$ cat config.mk
export PLATFORM = sky130hd
export DESIGN_NAME = pm_cap_regs
export DESIGN_NICKNAME = d
export VERILOG_FILES = /design/src/rtl/pm_cap_pkg.sv /design/src/rtl/pm_data_mux.sv /design/src/rtl/pm_dyn_detect.sv /design/src/rtl/pm_csr.sv /design/src/rtl/pm_cap_regs.sv
export SDC_FILE = /design/constraint.sdc
export NUM_CORES = 1
export LEC_CHECK = 0
export BUFFER_PORTS_ARGS = -buffer_cell sky130_fd_sc_hd__clkbuf_2
export CAP_MARGIN = 20
export CORE_UTILIZATION = 49
export DETAILED_ROUTE_END_ITERATION = 12
export GPL_TIMING_DRIVEN = 0
export PLACE_DENSITY = 0.9
export SYNTH_ARGS = -nofsm -noshare
export SYNTH_HDL_FRONTEND = slang
export SYNTH_SLANG_ARGS = --single-unit
$ cat constraint.sdc
create_clock -name clk -period 6.2 [get_ports clk]
set_clock_uncertainty 0.2 [all_clocks]
set_input_delay 0.31 -clock clk [delete_from_list [all_inputs] [get_ports clk]]
set_output_delay 0.31 -clock clk [all_outputs]
set_load 0.01 [all_outputs]
$ cat src/rtl/pm_cap_pkg.sv
package pm_cap_pkg;

  typedef enum logic [1:0] {
    PS_D0 = 2'b00,
    PS_D1 = 2'b01,
    PS_D2 = 2'b10,
    PS_D3 = 2'b11
  } pwr_state_e;

  localparam logic [7:0] PM_CAP_ID   = 8'h01;
  localparam logic [2:0] PM_SPEC_VER = 3'b001;
  localparam int         ITEM_W      = 8;   // data byte width, fixed by layout
  localparam int         NUM_ITEMS   = 8;   // defined data-select items
  localparam int         SEL_W       = 4;   // data-select field width

  // Read-only capability word assembled from feature parameters
  function automatic logic [15:0] caps_word(input logic dsi, input logic d1,
                                            input logic d2, input logic [2:0] pme_sup);
    logic [15:0] w;
    w         = '0;
    w[2:0]    = PM_SPEC_VER;
    w[5]      = dsi;
    w[9]      = d1;
    w[10]     = d2;
    w[14:12]  = pme_sup;
    return w;
  endfunction

endpackage

$ cat src/rtl/pm_data_mux.sv
module pm_data_mux
  import pm_cap_pkg::*;
#(
  parameter int W     = ITEM_W,
  parameter int N     = NUM_ITEMS,
  parameter int SW    = SEL_W
) (
  input  logic [N*W-1:0] meas,
  input  logic [SW-1:0]  sel,
  output logic [W-1:0]   item
);
  localparam int IDX_W = $clog2(N);

  logic [W-1:0] items [N];

  generate
    for (genvar i = 0; i < N; i++) begin : g_item
      assign items[i] = meas[i*W +: W];
    end
  endgenerate

  always_comb begin
    if (sel < SW'(N)) item = items[sel[IDX_W-1:0]];
    else              item = '0;
  end

endmodule

$ cat src/rtl/pm_dyn_detect.sv
module pm_dyn_detect #(
  parameter int          W      = 8,
  parameter logic [7:0]  THRESH = 8'd4
) (
  input  logic         clk,
  input  logic         rst,
  input  logic         en,
  input  logic [W-1:0] cur,
  output logic         trig
);
  logic [W-1:0] ref_q;
  logic [W-1:0] diff;

  always_comb begin
    diff = (cur >= ref_q) ? (cur - ref_q) : (ref_q - cur);
    trig = en && (diff > W'(THRESH));
  end

  always_ff @(posedge clk) begin
    if (rst)                ref_q <= '0;
    else if (!en || trig)   ref_q <= cur;
  end


  dyn_no_retrigger_chk: assert property (@(posedge clk) disable iff (rst)
    trig |=> (!trig || cur != $past(cur)));

endmodule

$ cat src/rtl/pm_csr.sv
module pm_csr
  import pm_cap_pkg::*;
#(
  parameter bit D1_SUP = 1'b1,
  parameter bit D2_SUP = 1'b0
) (
  input  logic             clk,
  input  logic             rst,
  input  logic             wr_en,
  input  logic [2:0]       wr_be,
  input  logic [7:0]       wr_b0,
  input  logic [7:0]       wr_b1,
  input  logic [7:0]       wr_b2,
  input  logic             wake_evt,
  input  logic             dyn_trig,
  output logic [1:0]       state,
  output logic             pme_en,
  output logic             pme_status,
  output logic [SEL_W-1:0] data_sel,
  output logic             dyn_en,
  output logic             dyn_clk_en,
  output logic             pme_out
);
  pwr_state_e state_q;
  logic       set_evt, clr_req, st_nxt, en_nxt, req_ok;
  logic       unused_wr_bits;

  assign unused_wr_bits = ^{wr_b0[7:5], wr_b0[3:2], wr_b1[6:5], wr_b2[7:5], wr_b2[3:0]};

  always_comb begin
    set_evt = wake_evt | dyn_trig;
    clr_req = wr_en && wr_be[1] && wr_b1[7];
    st_nxt  = set_evt ? 1'b1 : (clr_req ? 1'b0 : pme_status);
    en_nxt  = (wr_en && wr_be[1]) ? wr_b1[0] : pme_en;
    unique case (wr_b0[1:0])
      2'b01:   req_ok = D1_SUP;
      2'b10:   req_ok = D2_SUP;
      default: req_ok = 1'b1;
    endcase
  end

  always_ff @(posedge clk) begin
    if (rst) begin
      state_q    <= PS_D0;
      pme_en     <= 1'b0;
      pme_status <= 1'b0;
      data_sel   <= '0;
      dyn_en     <= 1'b0;
      dyn_clk_en <= 1'b0;
      pme_out    <= 1'b0;
    end else begin
      if (wr_en && wr_be[0]) begin
        if (req_ok) state_q <= pwr_state_e'(wr_b0[1:0]);
        dyn_en <= wr_b0[4];
      end
      if (wr_en && wr_be[1]) data_sel <= wr_b1[4:1];
      if (wr_en && wr_be[2]) dyn_clk_en <= wr_b2[4];
      pme_en     <= en_nxt;
      pme_status <= st_nxt;
      pme_out    <= st_nxt & en_nxt;
    end
  end

  assign state = state_q;


  no_d2_entry_chk: assert property (@(posedge clk) disable iff (rst)
    (wr_en && wr_be[0] && wr_b0[1:0] == 2'b10 && !D2_SUP) |=> state == $past(state));

  no_d1_entry_chk: assert property (@(posedge clk) disable iff (rst)
    (wr_en && wr_be[0] && wr_b0[1:0] == 2'b01 && !D1_SUP) |=> state == $past(state));

  w1c_clear_chk: assert property (@(posedge clk) disable iff (rst)
    (clr_req && !set_evt) |=> !pme_status);

  status_source_chk: assert property (@(posedge clk) disable iff (rst)
    $rose(pme_status) |-> $past(set_evt));

  reset_state_chk: assert property (@(posedge clk) disable iff (rst)
    $past(rst) |-> (state == 2'b00 && !pme_out && !pme_status));

endmodule

$ cat src/rtl/pm_cap_regs.sv
module pm_cap_regs
  import pm_cap_pkg::*;
#(
  parameter logic [7:0] CAP_BASE    = 8'h40,
  parameter logic [7:0] NEXT_PTR    = 8'h50,
  parameter bit         D1_SUP      = 1'b1,
  parameter bit         D2_SUP      = 1'b0,
  parameter logic [2:0] PME_SUP     = 3'b011,
  parameter bit         DSI         = 1'b0,
  parameter logic [1:0] SCALE       = 2'b01,
  parameter bit         BUS_PWR_CTL = 1'b1,
  parameter bit         B3_SUP      = 1'b0,
  parameter bit         B2_SUP      = 1'b1,
  parameter logic [7:0] THRESH      = 8'd4
) (
  input  logic                      clk,
  input  logic                      rst,
  input  logic                      cfg_rd,
  input  logic                      cfg_wr,
  input  logic [5:0]                cfg_addr,
  input  logic [31:0]               cfg_wdata,
  input  logic [3:0]                cfg_be,
  output logic [31:0]               cfg_rdata,
  input  logic [NUM_ITEMS*ITEM_W-1:0] meas_data,
  input  logic                      wake_evt,
  output logic                      pme_out,
  output logic [1:0]                pwr_state
);
  localparam logic [5:0]  HDR_DW = CAP_BASE[7:2];
  localparam logic [5:0]  CTL_DW = HDR_DW + 6'd1;
  localparam logic [15:0] CAPS   = caps_word(DSI, D1_SUP, D2_SUP, PME_SUP);

  logic             ctl_wr;
  logic             pme_en, pme_status, dyn_en, dyn_clk_en, dyn_trig;
  logic [SEL_W-1:0] data_sel;
  logic [ITEM_W-1:0] sel_item;
  logic [15:0]      csr_word;
  logic [7:0]       bridge_byte;
  logic             unused_top;

  assign unused_top = ^{cfg_wdata[31:24], cfg_be[3]};
  assign ctl_wr     = cfg_wr && (cfg_addr == CTL_DW);

  pm_csr #(.D1_SUP(D1_SUP), .D2_SUP(D2_SUP)) u_csr (
    .clk(clk), .rst(rst), .wr_en(ctl_wr), .wr_be(cfg_be[2:0]),
    .wr_b0(cfg_wdata[7:0]), .wr_b1(cfg_wdata[15:8]), .wr_b2(cfg_wdata[23:16]),
    .wake_evt(wake_evt), .dyn_trig(dyn_trig),
    .state(pwr_state), .pme_en(pme_en), .pme_status(pme_status),
    .data_sel(data_sel), .dyn_en(dyn_en), .dyn_clk_en(dyn_clk_en), .pme_out(pme_out)
  );

  pm_data_mux #(.W(ITEM_W), .N(NUM_ITEMS), .SW(SEL_W)) u_mux (
    .meas(meas_data), .sel(data_sel), .item(sel_item)
  );

  pm_dyn_detect #(.W(ITEM_W), .THRESH(THRESH)) u_dyn (
    .clk(clk), .rst(rst), .en(dyn_en), .cur(sel_item), .trig(dyn_trig)
  );

  always_comb begin
    csr_word        = '0;
    csr_word[15]    = pme_status;
    csr_word[14:13] = SCALE;
    csr_word[12:9]  = data_sel;
    csr_word[8]     = pme_en;
    csr_word[4]     = dyn_en;
    csr_word[1:0]   = pwr_state;
    bridge_byte     = {BUS_PWR_CTL, B3_SUP, B2_SUP, dyn_clk_en, 4'b0000};
  end

  always_ff @(posedge clk) begin
    if (rst)              cfg_rdata <= '0;
    else if (cfg_rd) begin
      if (cfg_addr == HDR_DW)      cfg_rdata <= {CAPS, NEXT_PTR, PM_CAP_ID};
      else if (cfg_addr == CTL_DW) cfg_rdata <= {sel_item, bridge_byte, csr_word};
      else                         cfg_rdata <= '0;
    end
  end


  hdr_id_chk: assert property (@(posedge clk) disable iff (rst)
    (cfg_rd && cfg_addr == HDR_DW) |=> cfg_rdata[7:0] == PM_CAP_ID);

  reserved_item_chk: assert property (@(posedge clk) disable iff (rst)
    (cfg_rd && cfg_addr == CTL_DW && data_sel[3]) |=> cfg_rdata[31:24] == 8'h00);

  bridge_ro_chk: assert property (@(posedge clk) disable iff (rst)
    (cfg_rd && cfg_addr == CTL_DW) |=> cfg_rdata[19:16] == 4'h0);

endmodule

==> flow_summary.yaml <==
outcome:
  status: "finished, final reports clean"
critical_path:
  cp_max_fo: 10
  cp.arrival_ns: 4.81
  r2r-start: "u_csr.data_sel[1]$_SDFFE_PP0P_"
  crit_type: "reg2reg"
  rrSetupSlack_ns: 1.37
  start_kind: "flip-flop"
  reg2reg_to: "u_dyn.ref_q[5]$_SDFFE_PP0P_"
  worst_setup_path_end_kind: "flip-flop"
  required_ns: 6.18
  rr_worst_depth: 15
yosys:
  synth_fa_ha_area_frac: 0.0829
  yosys.area_share.simple: 0.147
  yosysTopAreaCell: "dfxtp_1"
  synth_edf_count: 0
  ys_warn_count: 0
  async_reset_ff_frac: 0
  synth.ff_latch_count: 39
  synth_top_family_by_area: "multiplexers"
  syn_inst: 301
  synth_mux_area_frac: 0.222
  synthesis.area_sq_mm: 0.00275
  synth_top_flop_cell: "dfxtp_1"
  synth_xor_xnor_area_share: 0.0255
  yosysSeqAreaShare: 0.284
  synth_compound_area_frac: 0.140
  ys_types: 41
  synthTopCellsByArea: "dfxtp_1, mux4_2, ha_1"
  yosys.area.top_type_share: 0.284
  post_synth.cell_area_avg_sq_um: 9.12
worst_hold_path:
  hold_path.startpoint: "cfg_wdata[20]"
  hp-class: "in2reg"
  worstHoldEndpoint: "u_csr.dyn_clk_en$_SDFFE_PP0P_"
  min_path_cells: 3
sta:
  rsz0062_at_grt: "no"
  period_share: 0.780
  hold_violations: 0
  setup_viol: 0
  drv_slew: 0
  finalCriticalPeriod_ns: 4.83
  fmax_mhz: 207
  setup_tns_ns: 0
  timing.slew.headroom: 0.555
  worst_slack_ns: 1.37
  worstMarginPinSlew_ns: 0.668
floorplanning:
  core_area_sq_mm: 0.00524
  start_util: 0.524
  io-pin-count: 146
  die_h_um: 76.9
  rows: 26
  die_w_um: 76.9
  die_area_sq_mm: 0.00591
place:
  port_buffers: 112
  dp_slack_ns: 1.35
  dp_hpwl_um: 6250
  gp_congestion: 0.932
  dpl.cell_count: 491
  placed_area_sq_mm: 0.00342
cells_and_area:
  utilization: 0.670
  antenna_cells: 0
  final_common_cell: "clkbuf_2"
  fillerInstances: 396
  design_area_sq_mm: 0.00351
  final_cells: 499
  drive_above_1_share: 0.410
  final_cell_mix: "clkbuf_2, nor2_1, dfxtp_1, inv_1, a21oi_1"
  area_growth_pct: 27.8
  nNetsFinal: 556
clock_network:
  clk_latency_ns: 0.29
  clockBufferDepth: 2
  cts_resized: 0
  cts_setup_buffers: 0
  cts_tree: "yes"
  cts_root_buf: "clkbuf_8"
  numCtsBuffers: 5
  cts.sink_count: 39
  clk_pin_slew_ns: 0.07
  cts_hold_buf: 0
  cts_max_level: 2
power:
  cellLeakagePower_uw: 0.00165
  peakVddDrop_uv: 164
  powerDensity_mw_per_mm2: 162
detailed_routing:
  first_pass_iters: 5
  antenna_left: 0
  viasPerCell: 5.49
  vias: 2741
  drc_errors: 0
  avgRoutedWirePerCell_um: 15.1
  routed_wl_um: 7520
  drt_iter0_markers: 187
grt:
  grt.overflow.total: 0
  track_usage: 0.259
  grt_pass1_vias: 2636
  antenna_found_initial: 0
  grt_pass1_wl_um: 12100
  grt_max_degree: 13
flow_run:
  cap_violations: 0
critical path, cell delays in order (launching register included):
cell and delay (ns):
dfxtp_1 0.31, clkbuf_1 0.38, clkbuf_1 0.48, mux4_2 0.31
mux2i_1 0.06, or2_2 0.33, ha_1 0.24, fa_1 0.40
nand2b_1 0.17, a21oi_2 0.18, xor2_1 0.10, a2111oi_2 0.46
a32oi_1 0.11, mux2i_1 0.30, nand4_2 0.34, mux2_2 0.36
state kept, by name (all words and copies together) (netlist names):
| signal | flops |
|---|---|
| u_csr.pme_out | 1 |
| u_csr.pme_status | 1 |
| u_csr.state | 2 |
| u_csr.dyn_clk_en | 1 |
| u_csr.data_sel | 4 |
| u_csr.dyn_en | 1 |
| u_dyn.ref_q | 8 |
| cfg_rdata | 20 |
| u_csr.pme_en | 1 |
area by class of cell:
class,instances,area (sq um),share of cell area
Sequential cell,39,781,0.222
Multi-Input combinational cell,218,1730,0.493
Clock buffer,6,72.6,0.0207
Clock inverter,2,12.5,0.00357
Inverter,20,75.1,0.0214
Buffer,32,189,0.0538
Timing Repair Buffer,112,561,0.160
Tap cell,70,87.6,0.0250
how the worst max path moves through the flow:
stage                                    from  slack (ns)                          end  depth (start not counted)
6_report       u_csr.data_sel[1]$_SDFFE_PP0P_        1.37  u_dyn.ref_q[5]$_SDFFE_PP0P_                         15
5_1_grt        u_csr.data_sel[1]$_SDFFE_PP0P_        1.04  u_dyn.ref_q[2]$_SDFFE_PP0P_                         15
4_1_cts        u_csr.data_sel[1]$_SDFFE_PP0P_        1.35  u_dyn.ref_q[5]$_SDFFE_PP0P_                         15
3_5_place_dp   u_csr.data_sel[1]$_SDFFE_PP0P_        1.35  u_dyn.ref_q[1]$_SDFFE_PP0P_                         15
3_3_place_gp   u_csr.data_sel[1]$_SDFFE_PP0P_        1.63  u_dyn.ref_q[1]$_SDFFE_PP0P_                         15
2_1_floorplan  u_csr.data_sel[1]$_SDFFE_PP0P_        2.14  u_dyn.ref_q[0]$_SDFFE_PP0P_                         15
stage by stage:
step / power (uW) / hold slack [ns]
2_1_floorplan: 356 / 0.236
3_3_place_gp: 398 / 0.246
3_5_place_dp: 405 / 0.260
4_1_cts: 568 / 0.0621
5_1_grt: 593 / 0.0646
6_report: 568 / 0.0629
cell families after synthesis:
logic type | Yosys count
XOR/XNOR | 8
other | 1
buffers and inverters | 52
AO/OA/AOI/OAI | 56
AND/OR/NAND/NOR | 88
adder cells (fa/ha/maj) | 17
multiplexers | 40
flip-flops | 39
per-layer routing:
metal / share of wire / global-route usage / up-vias
met4: 0.046 / 0.138 / 0
met5: 0 / 0 / -
met3: 0.064 / 0.0405 / 32
met1: 0.36 / 0.268 / 1274
met2: 0.52 / 0.493 / 146
li1: - / - / 1289
report_power, final:
group | switching (uW) | internal (uW) | total, uW
clock network | 88.1 | 78.6 | 167
logic | 74.5 | 70.7 | 145
registers | 2.27 | 254 | 256
total | 165 | 403 | 568
cells in the mapped netlist, types with 2 or more instances:
| library cell | n |
|---|---|
| a221oi_1 | 2 |
| and3_1 | 2 |
| and2_1 | 3 |
| buf_2 | 4 |
| xor2_1 | 5 |
| nand2_1 | 11 |
| a21oi_1 | 18 |
| or2_2 | 8 |
| mux2_2 | 8 |
| buf_6 | 2 |
| fa_1 | 2 |
| nand2b_1 | 4 |
| a21o_1 | 4 |
| nand3_1 | 5 |
| nor3_1 | 3 |
| buf_4 | 13 |
| a22oi_1 | 13 |
| o21a_1 | 2 |
| mux4_2 | 16 |
| and4_1 | 2 |
| a31oi_1 | 3 |
| nor2_1 | 48 |
| dfxtp_1 | 39 |
| o21ai_0 | 3 |
| a211oi_1 | 3 |
| inv_1 | 20 |
| mux2i_1 | 16 |
| a32oi_1 | 2 |
| xnor2_1 | 3 |
| clkbuf_1 | 10 |
| buf_1 | 3 |
| ha_1 | 15 |
(Power assumes the default switching activity.)
